[src/rtl/uart_regbank_pkg.sv]
package uart_regbank_pkg;
    localparam int DATA_W      = 32;
    localparam int BYTE_W      = 8;
    localparam int LPDIV_W     = 8;
    localparam int BAUD_INT_W  = 16;
    localparam int BAUD_FRAC_W = 6;
    localparam int LINE_W      = 8;
    localparam int CTRL_W      = 16;
    localparam int LVL_W       = 6;
    localparam int MASK_W      = 11;
    localparam int DMA_W       = 3;
    localparam int ID_WORDS    = 8;

    // word indices (byte offset / 4)
    localparam int W_DATA  = 0;
    localparam int W_RSTAT = 1;
    localparam int W_FLAG  = 6;
    localparam int W_LPDIV = 8;
    localparam int W_BINT  = 9;
    localparam int W_BFRAC = 10;
    localparam int W_LINE  = 11;
    localparam int W_CTRL  = 12;
    localparam int W_LVL   = 13;
    localparam int W_MASK  = 14;
    localparam int W_RAW   = 15;
    localparam int W_MIS   = 16;
    localparam int W_CLR   = 17;
    localparam int W_DMA   = 18;

    // bit positions that neighbours decode
    localparam int C_EN   = 0;
    localparam int C_LOOP = 7;
    localparam int C_TXEN = 8;
    localparam int C_RXEN = 9;
    localparam int I_RX   = 4;
    localparam int I_TX   = 5;

    typedef enum logic [0:0] {PH_IDLE = 1'b0, PH_SETUP = 1'b1} bus_ph_e;
endpackage

[src/rtl/uart_bus_fsm.sv]
module uart_bus_fsm
    import uart_regbank_pkg::*;
(
    input  logic clk,
    input  logic rst_n,
    input  logic psel,
    input  logic penable,
    output logic acc_o
);
    bus_ph_e st_q, st_d;

    always_ff @(posedge clk or negedge rst_n) begin
        if (!rst_n) st_q <= PH_IDLE;
        else        st_q <= st_d;
    end

    always_comb begin
        st_d = st_q;
        unique case (st_q)
            PH_IDLE:  if (psel && !penable) st_d = PH_SETUP;  // SETUP_SEEN
            PH_SETUP: begin
                if (!psel)        st_d = PH_IDLE;              // ABANDON
                else if (penable) st_d = PH_IDLE;              // DONE
                else              st_d = PH_SETUP;             // HOLD
            end
            default:  st_d = PH_IDLE;
        endcase
    end

    always_comb acc_o = (st_q == PH_SETUP) && psel && penable;


    acc_in_access_chk: assert property (@(posedge clk) disable iff (!rst_n)
        acc_o |-> (psel && penable));

    acc_single_chk: assert property (@(posedge clk) disable iff (!rst_n)
        acc_o |=> !acc_o);
endmodule

[src/rtl/uart_irq_unit.sv]
module uart_irq_unit
    import uart_regbank_pkg::*;
(
    input  logic              clk,
    input  logic              rst_n,
    input  logic              tx_set_i,
    input  logic              rx_set_i,
    input  logic              rx_empty_i,
    input  logic              clr_we_i,
    input  logic              mask_we_i,
    input  logic [MASK_W-1:0] wdata_i,
    output logic [MASK_W-1:0] raw_o,
    output logic [MASK_W-1:0] mask_o,
    output logic              irq_o
);
    logic rx_q, tx_q;
    logic [MASK_W-1:0] mask_q;

    always_ff @(posedge clk or negedge rst_n) begin
        if (!rst_n) begin
            rx_q   <= 1'b0;
            tx_q   <= 1'b0;
            mask_q <= '0;
        end else begin
            if (rx_set_i)                              rx_q <= 1'b1;
            else if ((clr_we_i && wdata_i[I_RX]) || rx_empty_i) rx_q <= 1'b0;
            if (tx_set_i)                              tx_q <= 1'b1;
            else if (clr_we_i && wdata_i[I_TX])        tx_q <= 1'b0;
            if (mask_we_i)                             mask_q <= wdata_i;
        end
    end

    always_comb begin
        raw_o       = '0;
        raw_o[I_RX] = rx_q;
        raw_o[I_TX] = tx_q;
        mask_o      = mask_q;
        irq_o       = |(raw_o & mask_q);
    end


    tx_set_chk: assert property (@(posedge clk) disable iff (!rst_n)
        tx_set_i |=> raw_o[I_TX]);

    rx_set_chk: assert property (@(posedge clk) disable iff (!rst_n)
        rx_set_i |=> raw_o[I_RX]);

    tx_clear_chk: assert property (@(posedge clk) disable iff (!rst_n)
        (clr_we_i && wdata_i[I_TX] && !tx_set_i) |=> !raw_o[I_TX]);

    irq_needs_mask_chk: assert property (@(posedge clk) disable iff (!rst_n)
        irq_o |-> (mask_o != '0));
endmodule

[src/rtl/uart_id_rom.sv]
module uart_id_rom
    import uart_regbank_pkg::*;
(
    input  logic [2:0]        sel_i,
    output logic [BYTE_W-1:0] byte_o
);
    always_comb begin
        unique case (sel_i)
            3'd0: byte_o = 8'h11;
            3'd1: byte_o = 8'h10;
            3'd2: byte_o = 8'h14;
            3'd3: byte_o = 8'h00;
            3'd4: byte_o = 8'h0D;
            3'd5: byte_o = 8'hF0;
            3'd6: byte_o = 8'h05;
            default: byte_o = 8'hB1;
        endcase
    end
endmodule

[src/rtl/uart_regbank.sv]
module uart_regbank
    import uart_regbank_pkg::*;
#(
    parameter int ADDR_W = 12
) (
    input  logic                   clk,
    input  logic                   rst_n,
    input  logic                   psel,
    input  logic                   penable,
    input  logic                   pwrite,
    input  logic [ADDR_W-1:0]      paddr,
    input  logic [DATA_W-1:0]      pwdata,
    output logic [DATA_W-1:0]      prdata,
    output logic                   pready,
    output logic                   tx_push_o,
    output logic [BYTE_W-1:0]      tx_data_o,
    output logic                   rx_pop_o,
    input  logic [BYTE_W-1:0]      rx_data_i,
    input  logic                   rx_push_i,
    input  logic                   rx_empty_i,
    input  logic                   rx_full_i,
    input  logic                   tx_empty_i,
    input  logic                   tx_full_i,
    output logic                   irq_o,
    output logic [CTRL_W-1:0]      ctrl_o,
    output logic [LINE_W-1:0]      line_ctrl_o,
    output logic [BAUD_INT_W-1:0]  baud_int_o,
    output logic [BAUD_FRAC_W-1:0] baud_frac_o,
    output logic [LVL_W-1:0]       fifo_lvl_o,
    output logic [DMA_W-1:0]       dma_ctrl_o,
    output logic [LPDIV_W-1:0]     lp_div_o
);
    localparam int IDX_W   = ADDR_W - 2;
    localparam int ID_BASE = (1 << IDX_W) - ID_WORDS;

    logic             acc, wr, rd;
    logic [IDX_W-1:0] idx;
    logic [MASK_W-1:0] raw, mask;
    logic [BYTE_W-1:0] id_byte;
    logic             tx_ok;

    uart_bus_fsm u_fsm (.clk(clk), .rst_n(rst_n), .psel(psel), .penable(penable), .acc_o(acc));

    always_comb begin
        idx    = paddr[ADDR_W-1:2];
        wr     = acc && pwrite;
        rd     = acc && !pwrite;
        pready = acc;
        tx_ok  = ctrl_o[C_EN] && ctrl_o[C_TXEN];
        tx_push_o = wr && (idx == IDX_W'(W_DATA)) && tx_ok && !ctrl_o[C_LOOP];
        tx_data_o = pwdata[BYTE_W-1:0];
        rx_pop_o  = rd && (idx == IDX_W'(W_DATA)) && !rx_empty_i;
    end

    uart_irq_unit u_irq (
        .clk(clk), .rst_n(rst_n),
        .tx_set_i(wr && (idx == IDX_W'(W_DATA)) && tx_ok),
        .rx_set_i(rx_push_i), .rx_empty_i(rx_empty_i),
        .clr_we_i(wr && (idx == IDX_W'(W_CLR))),
        .mask_we_i(wr && (idx == IDX_W'(W_MASK))),
        .wdata_i(pwdata[MASK_W-1:0]),
        .raw_o(raw), .mask_o(mask), .irq_o(irq_o)
    );

    uart_id_rom u_id (.sel_i(idx[2:0]), .byte_o(id_byte));

    always_ff @(posedge clk or negedge rst_n) begin
        if (!rst_n) begin
            ctrl_o      <= CTRL_W'((1 << C_TXEN) | (1 << C_RXEN));
            line_ctrl_o <= '0;
            baud_int_o  <= '0;
            baud_frac_o <= '0;
            fifo_lvl_o  <= '0;
            dma_ctrl_o  <= '0;
            lp_div_o    <= '0;
        end else if (wr) begin
            if (idx == IDX_W'(W_CTRL))  ctrl_o      <= pwdata[CTRL_W-1:0];
            if (idx == IDX_W'(W_LINE))  line_ctrl_o <= pwdata[LINE_W-1:0];
            if (idx == IDX_W'(W_BINT))  baud_int_o  <= pwdata[BAUD_INT_W-1:0];
            if (idx == IDX_W'(W_BFRAC)) baud_frac_o <= pwdata[BAUD_FRAC_W-1:0];
            if (idx == IDX_W'(W_LVL))   fifo_lvl_o  <= pwdata[LVL_W-1:0];
            if (idx == IDX_W'(W_DMA))   dma_ctrl_o  <= pwdata[DMA_W-1:0];
            if (idx == IDX_W'(W_LPDIV)) lp_div_o    <= pwdata[LPDIV_W-1:0];
        end
    end

    always_comb begin
        prdata = '0;
        if (rd) begin
            if (idx >= IDX_W'(ID_BASE)) prdata = DATA_W'(id_byte);
            else if (idx == IDX_W'(W_DATA))  prdata = rx_empty_i ? '0 : DATA_W'(rx_data_i);
            else if (idx == IDX_W'(W_FLAG))  prdata = DATA_W'({tx_empty_i, rx_full_i, tx_full_i, rx_empty_i, 4'b0});
            else if (idx == IDX_W'(W_LPDIV)) prdata = DATA_W'(lp_div_o);
            else if (idx == IDX_W'(W_BINT))  prdata = DATA_W'(baud_int_o);
            else if (idx == IDX_W'(W_BFRAC)) prdata = DATA_W'(baud_frac_o);
            else if (idx == IDX_W'(W_LINE))  prdata = DATA_W'(line_ctrl_o);
            else if (idx == IDX_W'(W_CTRL))  prdata = DATA_W'(ctrl_o);
            else if (idx == IDX_W'(W_LVL))   prdata = DATA_W'(fifo_lvl_o);
            else if (idx == IDX_W'(W_MASK))  prdata = DATA_W'(mask);
            else if (idx == IDX_W'(W_RAW))   prdata = DATA_W'(raw);
            else if (idx == IDX_W'(W_MIS))   prdata = DATA_W'(raw & mask);
            else if (idx == IDX_W'(W_DMA))   prdata = DATA_W'(dma_ctrl_o);
        end
    end


    tx_gate_chk: assert property (@(posedge clk) disable iff (!rst_n)
        tx_push_o |-> (ctrl_o[C_EN] && ctrl_o[C_TXEN] && !ctrl_o[C_LOOP]));

    pop_nonempty_chk: assert property (@(posedge clk) disable iff (!rst_n)
        rx_pop_o |-> !rx_empty_i);

    strobe_excl_chk: assert property (@(posedge clk) disable iff (!rst_n)
        $onehot0({tx_push_o, rx_pop_o}));

    strobe_in_access_chk: assert property (@(posedge clk) disable iff (!rst_n)
        (tx_push_o || rx_pop_o) |-> pready);
endmodule

[config.mk]
export PLATFORM = sky130hd
export DESIGN_NAME = uart_regbank
export DESIGN_NICKNAME = d
export VERILOG_FILES = /design/src/rtl/uart_regbank_pkg.sv /design/src/rtl/uart_bus_fsm.sv /design/src/rtl/uart_irq_unit.sv /design/src/rtl/uart_id_rom.sv /design/src/rtl/uart_regbank.sv
export SDC_FILE = /design/constraint.sdc
export NUM_CORES = 1
export LEC_CHECK = 0
export ABC_AREA = 1
export ABC_CLOCK_PERIOD_IN_PS = 1900
export CORE_ASPECT_RATIO = 0.6
export CORE_UTILIZATION = 35
export DETAILED_ROUTE_END_ITERATION = 16
export DONT_BUFFER_PORTS = 1
export HOLD_SLACK_MARGIN = 0.05
export SLEW_MARGIN = 20
export SYNTH_ARGS = -nofsm -noshare
export SYNTH_HDL_FRONTEND = slang
export SYNTH_SLANG_ARGS = --single-unit
[constraint.sdc]
create_clock -name clk -period 1.9 [get_ports clk]
set_input_delay 0.095 -clock clk [delete_from_list [all_inputs] [get_ports clk]]
set_output_delay 0.095 -clock clk [all_outputs]
set_load 0.1 [all_outputs]
Word level (Yosys, flattened, before mapping):

Cells that the tools add are included.

* logic and storage cells: 89
* output and inout port bits: 107
* register bits after elaboration: 77
* bits of input ports: 62

* equality and inequality tests: 18
* multiplexer cells: 24
* bitwise logic cells: 3
* order comparisons: 1
* reductions and logical operators: 32

Operators with widths (number)
* $mux 16: 8
* $eq 10x4->1 const B: 8
* $pmux 8 s7: 1
* $mux 11: 4
* $mux 32: 1
* $eq 10x5->1 const B: 3
* $and 6x11->11: 2
* $logic_and 1x1->1: 15
* $reduce_and 2->1: 7
* $reduce_or 11->1: 1
* $eq 10x3->1 const B: 1
* $ge 10x10->1 const B: 1
* $logic_not 10->1: 1
* $eq 3x3->1 const B: 3
* $mux 8: 1
* $mux 1: 7
* $eq 3x2->1 const B: 2
* $logic_not 1->1: 4
* $reduce_bool 2->1: 2
* $eq 3x1->1 const B: 1
* $logic_not 3->1: 1
* $mux 3: 1
* $pmux 1 s2: 1
* $logic_or 1x1->1: 1
* $not 1->1: 1

Logic depth before layout (Yosys ltp):

* depth in word-level cells: 15
* gate-level depth with buffers: 16
* mapped depth without buffers: 15

Hierarchy:

A second synthesis with hierarchy kept.

* cell total of the unflattened synthesis: 647
* area, all modules: 4654.5 um^2

Modules (own cells, without submodules)
* uart_regbank: sequential area each 1579.0 um^2, cells an instance 553, area an instance 3891.2 um^2, instances 1
* uart_irq_unit: sequential area each 325.3 um^2, cells an instance 72, area an instance 643.1 um^2, instances 1
* uart_id_rom: sequential area each 0.0 um^2, cells an instance 17, area an instance 77.6 um^2, instances 1
* uart_bus_fsm: sequential area each 25.0 um^2, cells an instance 5, area an instance 42.5 um^2, instances 1

Least setup slack after synthesis:

No wires, ideal clock.

* path kind: register -> output
* start point: register ctrl_o[3]
* end point: output prdata[3]
* buffers on the path: 0
* path slack: -1.040 ns
* stages on the path, launching flop included: 7
* arrival time: 2.845 ns
* data required time: 1.805 ns
* cell sequence: dfrtp_1 -> nand2_1 -> nand4_1 -> o21ai_0 -> nand3_1 -> o21ai_1 -> a21oi_1

* cells in the longest elaborated chain, start to end: 9

RTL lines
* start: declaration: line uart_regbank.sv:25 `output logic [CTRL_W-1:0] ctrl_o,`
* start signal: assignment: line uart_regbank.sv:69 `ctrl_o <= CTRL_W'((1 << C_TXEN) | (1 << C_RXEN));`
* start signal: assignment: line uart_regbank.sv:77 `if (idx == IDX_W'(W_CTRL)) ctrl_o <= pwdata[CTRL_W-1:0];`
* $mux 16: line uart_regbank.sv:97 `else if (idx == IDX_W'(W_CTRL)) prdata = DATA_W'(ctrl_o);`
* $mux 16: line uart_regbank.sv:96 `else if (idx == IDX_W'(W_LINE)) prdata = DATA_W'(line_ctrl_o);`
* $mux 16: line uart_regbank.sv:95 `else if (idx == IDX_W'(W_BFRAC)) prdata = DATA_W'(baud_frac_o);`
* $mux 16: line uart_regbank.sv:94 `else if (idx == IDX_W'(W_BINT)) prdata = DATA_W'(baud_int_o);`
* $mux 16: line uart_regbank.sv:93 `else if (idx == IDX_W'(W_LPDIV)) prdata = DATA_W'(lp_div_o);`
* $mux 16: line uart_regbank.sv:92 `else if (idx == IDX_W'(W_FLAG)) prdata = DATA_W'({tx_empty_i, rx_full_i, tx_full_i, rx_empty_i, 4'b0});`
* $mux 16: line uart_regbank.sv:91 `else if (idx == IDX_W'(W_DATA)) prdata = rx_empty_i ? '0 : DATA_W'(rx_data_i);`
* $mux 16: line uart_regbank.sv:90 `if (idx >= IDX_W'(ID_BASE)) prdata = DATA_W'(id_byte);`
* $mux 32: line uart_regbank.sv:89 `if (rd) begin`
* end: declaration: line uart_regbank.sv:13 `output logic [DATA_W-1:0] prdata,`

Every way passes these cells.

Worst setup path after layout:

* start point: register u_fsm.st_q
* end point: output prdata[8]

* cells in the longest elaborated chain, start to end: 4

RTL lines
* start: declaration: line uart_bus_fsm.sv:10 `bus_ph_e st_q, st_d;`
* start signal: assignment: line uart_bus_fsm.sv:14 `else st_q <= st_d;`
* $logic_and 1x1->1 (2 in a row): line uart_bus_fsm.sv:30 `always_comb acc_o = (st_q == PH_SETUP) && psel && penable;`
* $logic_and 1x1->1: line uart_regbank.sv:47 `rd = acc && !pwrite;`
* $mux 32: line uart_regbank.sv:89

Every way passes these cells.

==> qor.yml <==
synthDistinctLibCells: 38
postLayoutCellArea_mm2: 0.006217
portBuffers: 0
ant_nets: 0
syn_inst: 565
drive_above_1_share: 0.3673
fmax_mhz: 508.6
core_mm2: 0.01156
cts.htree.levels: 3
arrival_ns: 1.87
slew_viol_final: 0
die_h_um: 87.29
yosys_warnings: 0
max-cap-violations: 0
gpl.final_weighted_congestion: 0.9388
final_nets: 754
placed_area_mm2: 0.005416
async_reset_ff_frac: 1.000
worstPathRequired_ns: 1.80
crit_type: "flop to primary output"
ff2ff_setup_slack_ns: 0.06
preCtsSetupSlack_ns: 0.02412
hp-class: "input port to asynchronous set/reset pin"
layout_commonest_cell: "nand2_1"
cts_made_buffers: 9
pin_count: 169
routedWlPerCell_um: 16.63
grt_pass1_vias: 3932
cts_tree: "done"
grt.overflow.total: 0
drtPass1Iterations: 5
peakVddDrop_mv: 0.4678
fin_hold_ws_ns: -0.5454
status: "finished, violations left"
grt_first_pass_wirelength_um: 21110
rr_worst_depth: 8
fillCellCount: 1102
totalWireLength_um: 14250
ys_seq_area_frac: 0.4547
first_iter_violations: 356
grtUsageTotal: 0.2283
insertion_delay_ns: 0.34
chipWidth_um: 144.1
clockBufferDepth: 2
clk_pin_slew_worst_paths_ns: 0.07
fp-row-count: 30
most-common-layout-cells: "nand2_1 (174), buf_4 (105), o21ai_0 (76)"
antenna_found_initial: 0
rr_startpoint: "u_fsm.st_q"
synth-main-ff-cell: "dfrtp_1"
syn-mean-instance-area_um2: 7.509
rsz0062_at_grt: "yes"
violations: "negative hold slack, negative setup slack"
start_util: 0.3670
synth-edff-count: 0
crit_fanout: 3
total_power_mw: 3.964
p_leak_nw: 2.958
cts_hold_buf: 14
setup_ws_ns: -0.06625
num_antenna_cells: 0
post-route-period-util: 1.035
vias_per_cell: 4.966
setup_violations: 8
fin_skew_ns: 0.01014
syn_area_mm2: 0.004243
grt_max_degree: 78
via_count: 4256
hold_viol_final: 77
post-route-min-period_ns: 1.966
ys_ff_latch: 77
startpoint_type: "flop"
end_kind: "primary output"
cts.sinks: 77
syn2layout_area_growth_pct: 46.53
place_hpwl_um: 10440
die_area_mm2: 0.01258
powerDensity_mw_per_mm2: 637.5
root_buffer: "clkbuf_16"
worstReg2RegEnd: "u_irq.rx_q"
drc_errors: 0
-- worst max-delay path by stage --
stage	to	from	cells past startpoint	slack, ns
2_1_floorplan	prdata[11]	baud_int_o[11]	2	-0.20
3_3_place_gp	prdata[15]	u_fsm.st_q	10	0.08
3_5_place_dp	prdata[12]	u_fsm.st_q	10	0.02
4_1_cts	prdata[12]	u_fsm.st_q	10	-0.19
5_1_grt	prdata[12]	u_fsm.st_q	10	-0.18
6_report	prdata[8]	u_fsm.st_q	10	-0.07
-- per-layer routing --
metal	routed length (um)	up-vias	GRT usage
li1	-	2019	-
met1	6479	2012	0.3288
met2	6051	206	0.3347
met3	1545	19	0.07202
met4	173	0	0.04402
met5	0	-	0
-- per-stage QoR --
stage	util	setup TNS, ns	std cells
3_3_place_gp	0.4685	0	808
4_1_cts	0.5228	-1.406	844
3_5_place_dp	0.4685	0	808
5_1_grt	0.5378	-1.455	857
2_1_floorplan	-	-1.374	580
6_report	0.5378	-0.4200	857
-- critical path: stages (launching register included) --
cell and delay [ns]:
dfrtp_1 0.34, nand3_2 0.10, nor2_4 0.14, inv_2 0.07, nor2_4 0.09, inv_2 0.06, nor3_4 0.16, inv_2 0.09
a31o_2 0.24, clkinvlp_4 0.08, buf_12 0.16
-- layout make-up --
class	count	area, um2	area share
clock buffers	9	225.2	0.03622
clock inverters	7	122.6	0.01972
inverters	67	267.8	0.04307
multi-input cells	397	2110	0.3393
flip-flops and latches	77	1967	0.3164
well taps	160	200.2	0.03220
repair buffers	140	1325	0.2131
-- synthesized netlist by cell type (2+ instances only) --
| cell | number | share of area |
|---|---|---|
| nand2_1 | 182 | 0.16 |
| o21ai_0 | 77 | 0.091 |
| dfrtp_1 | 75 | 0.44 |
| inv_1 | 53 | 0.047 |
| buf_4 | 26 | 0.046 |
| nand3_1 | 21 | 0.025 |
| nor2_1 | 20 | 0.018 |
| a21oi_1 | 16 | 0.019 |
| inv_2 | 11 | 0.0097 |
| clkbuf_1 | 9 | 0.0080 |
| nand4_1 | 9 | 0.013 |
| a31oi_1 | 6 | 0.0088 |
| nand2_2 | 6 | 0.0088 |
| nor2_2 | 6 | 0.0088 |
| nor2_4 | 5 | 0.013 |
| o21ai_1 | 5 | 0.0059 |
| buf_2 | 4 | 0.0047 |
| or2_2 | 4 | 0.0059 |
| nand2_4 | 3 | 0.0080 |
| clkinv_2 | 2 | 0.0024 |
| dfstp_2 | 2 | 0.012 |
| nor3_1 | 2 | 0.0024 |
| nor3_2 | 2 | 0.0047 |
| nor4_1 | 2 | 0.0029 |
| o21bai_1 | 2 | 0.0035 |
| o31ai_1 | 2 | 0.0035 |
| or2_0 | 2 | 0.0029 |
-- sequential cells by signal (all words and copies together) (netlist names) --
register,count
u_fsm.st_q,1
fifo_lvl_o,6
lp_div_o,8
line_ctrl_o,8
baud_frac_o,6
dma_ctrl_o,3
baud_int_o,16
u_irq.tx_q,1
ctrl_o,16
u_irq.mask_o,11
u_irq.rx_q,1
-- where the power goes --
part	total [mW]	switching (mW)	internal, mW
clock	2.01	0.717	1.29
combinational	0.309	0.250	0.0589
sequential	1.65	0.00324	1.64
total	3.96	0.970	2.99
-- cell families (layout without fill, tap and decap cells) --
group                  after synthesis  in the layout  synth area share
AND/OR/NAND/NOR                    268            268            0.2840
AO/OA/AOI/OAI                      113            113            0.1413
buffers and inverters              106            223            0.1191
flip-flops                          77             77            0.4547
other                                1             16         0.0008838
-- what timing repair did --
item / in CTS / in global routing
pin swaps: 7 / 15
setup buffers: 7 / 13
endpoints found under the setup margin: 11 / 17
hold endpoints to repair: 106 / 77
resized for setup: 19 / 22
gates cloned: 0 / 1
Note: power is estimated with default switching activity, not from simulation.
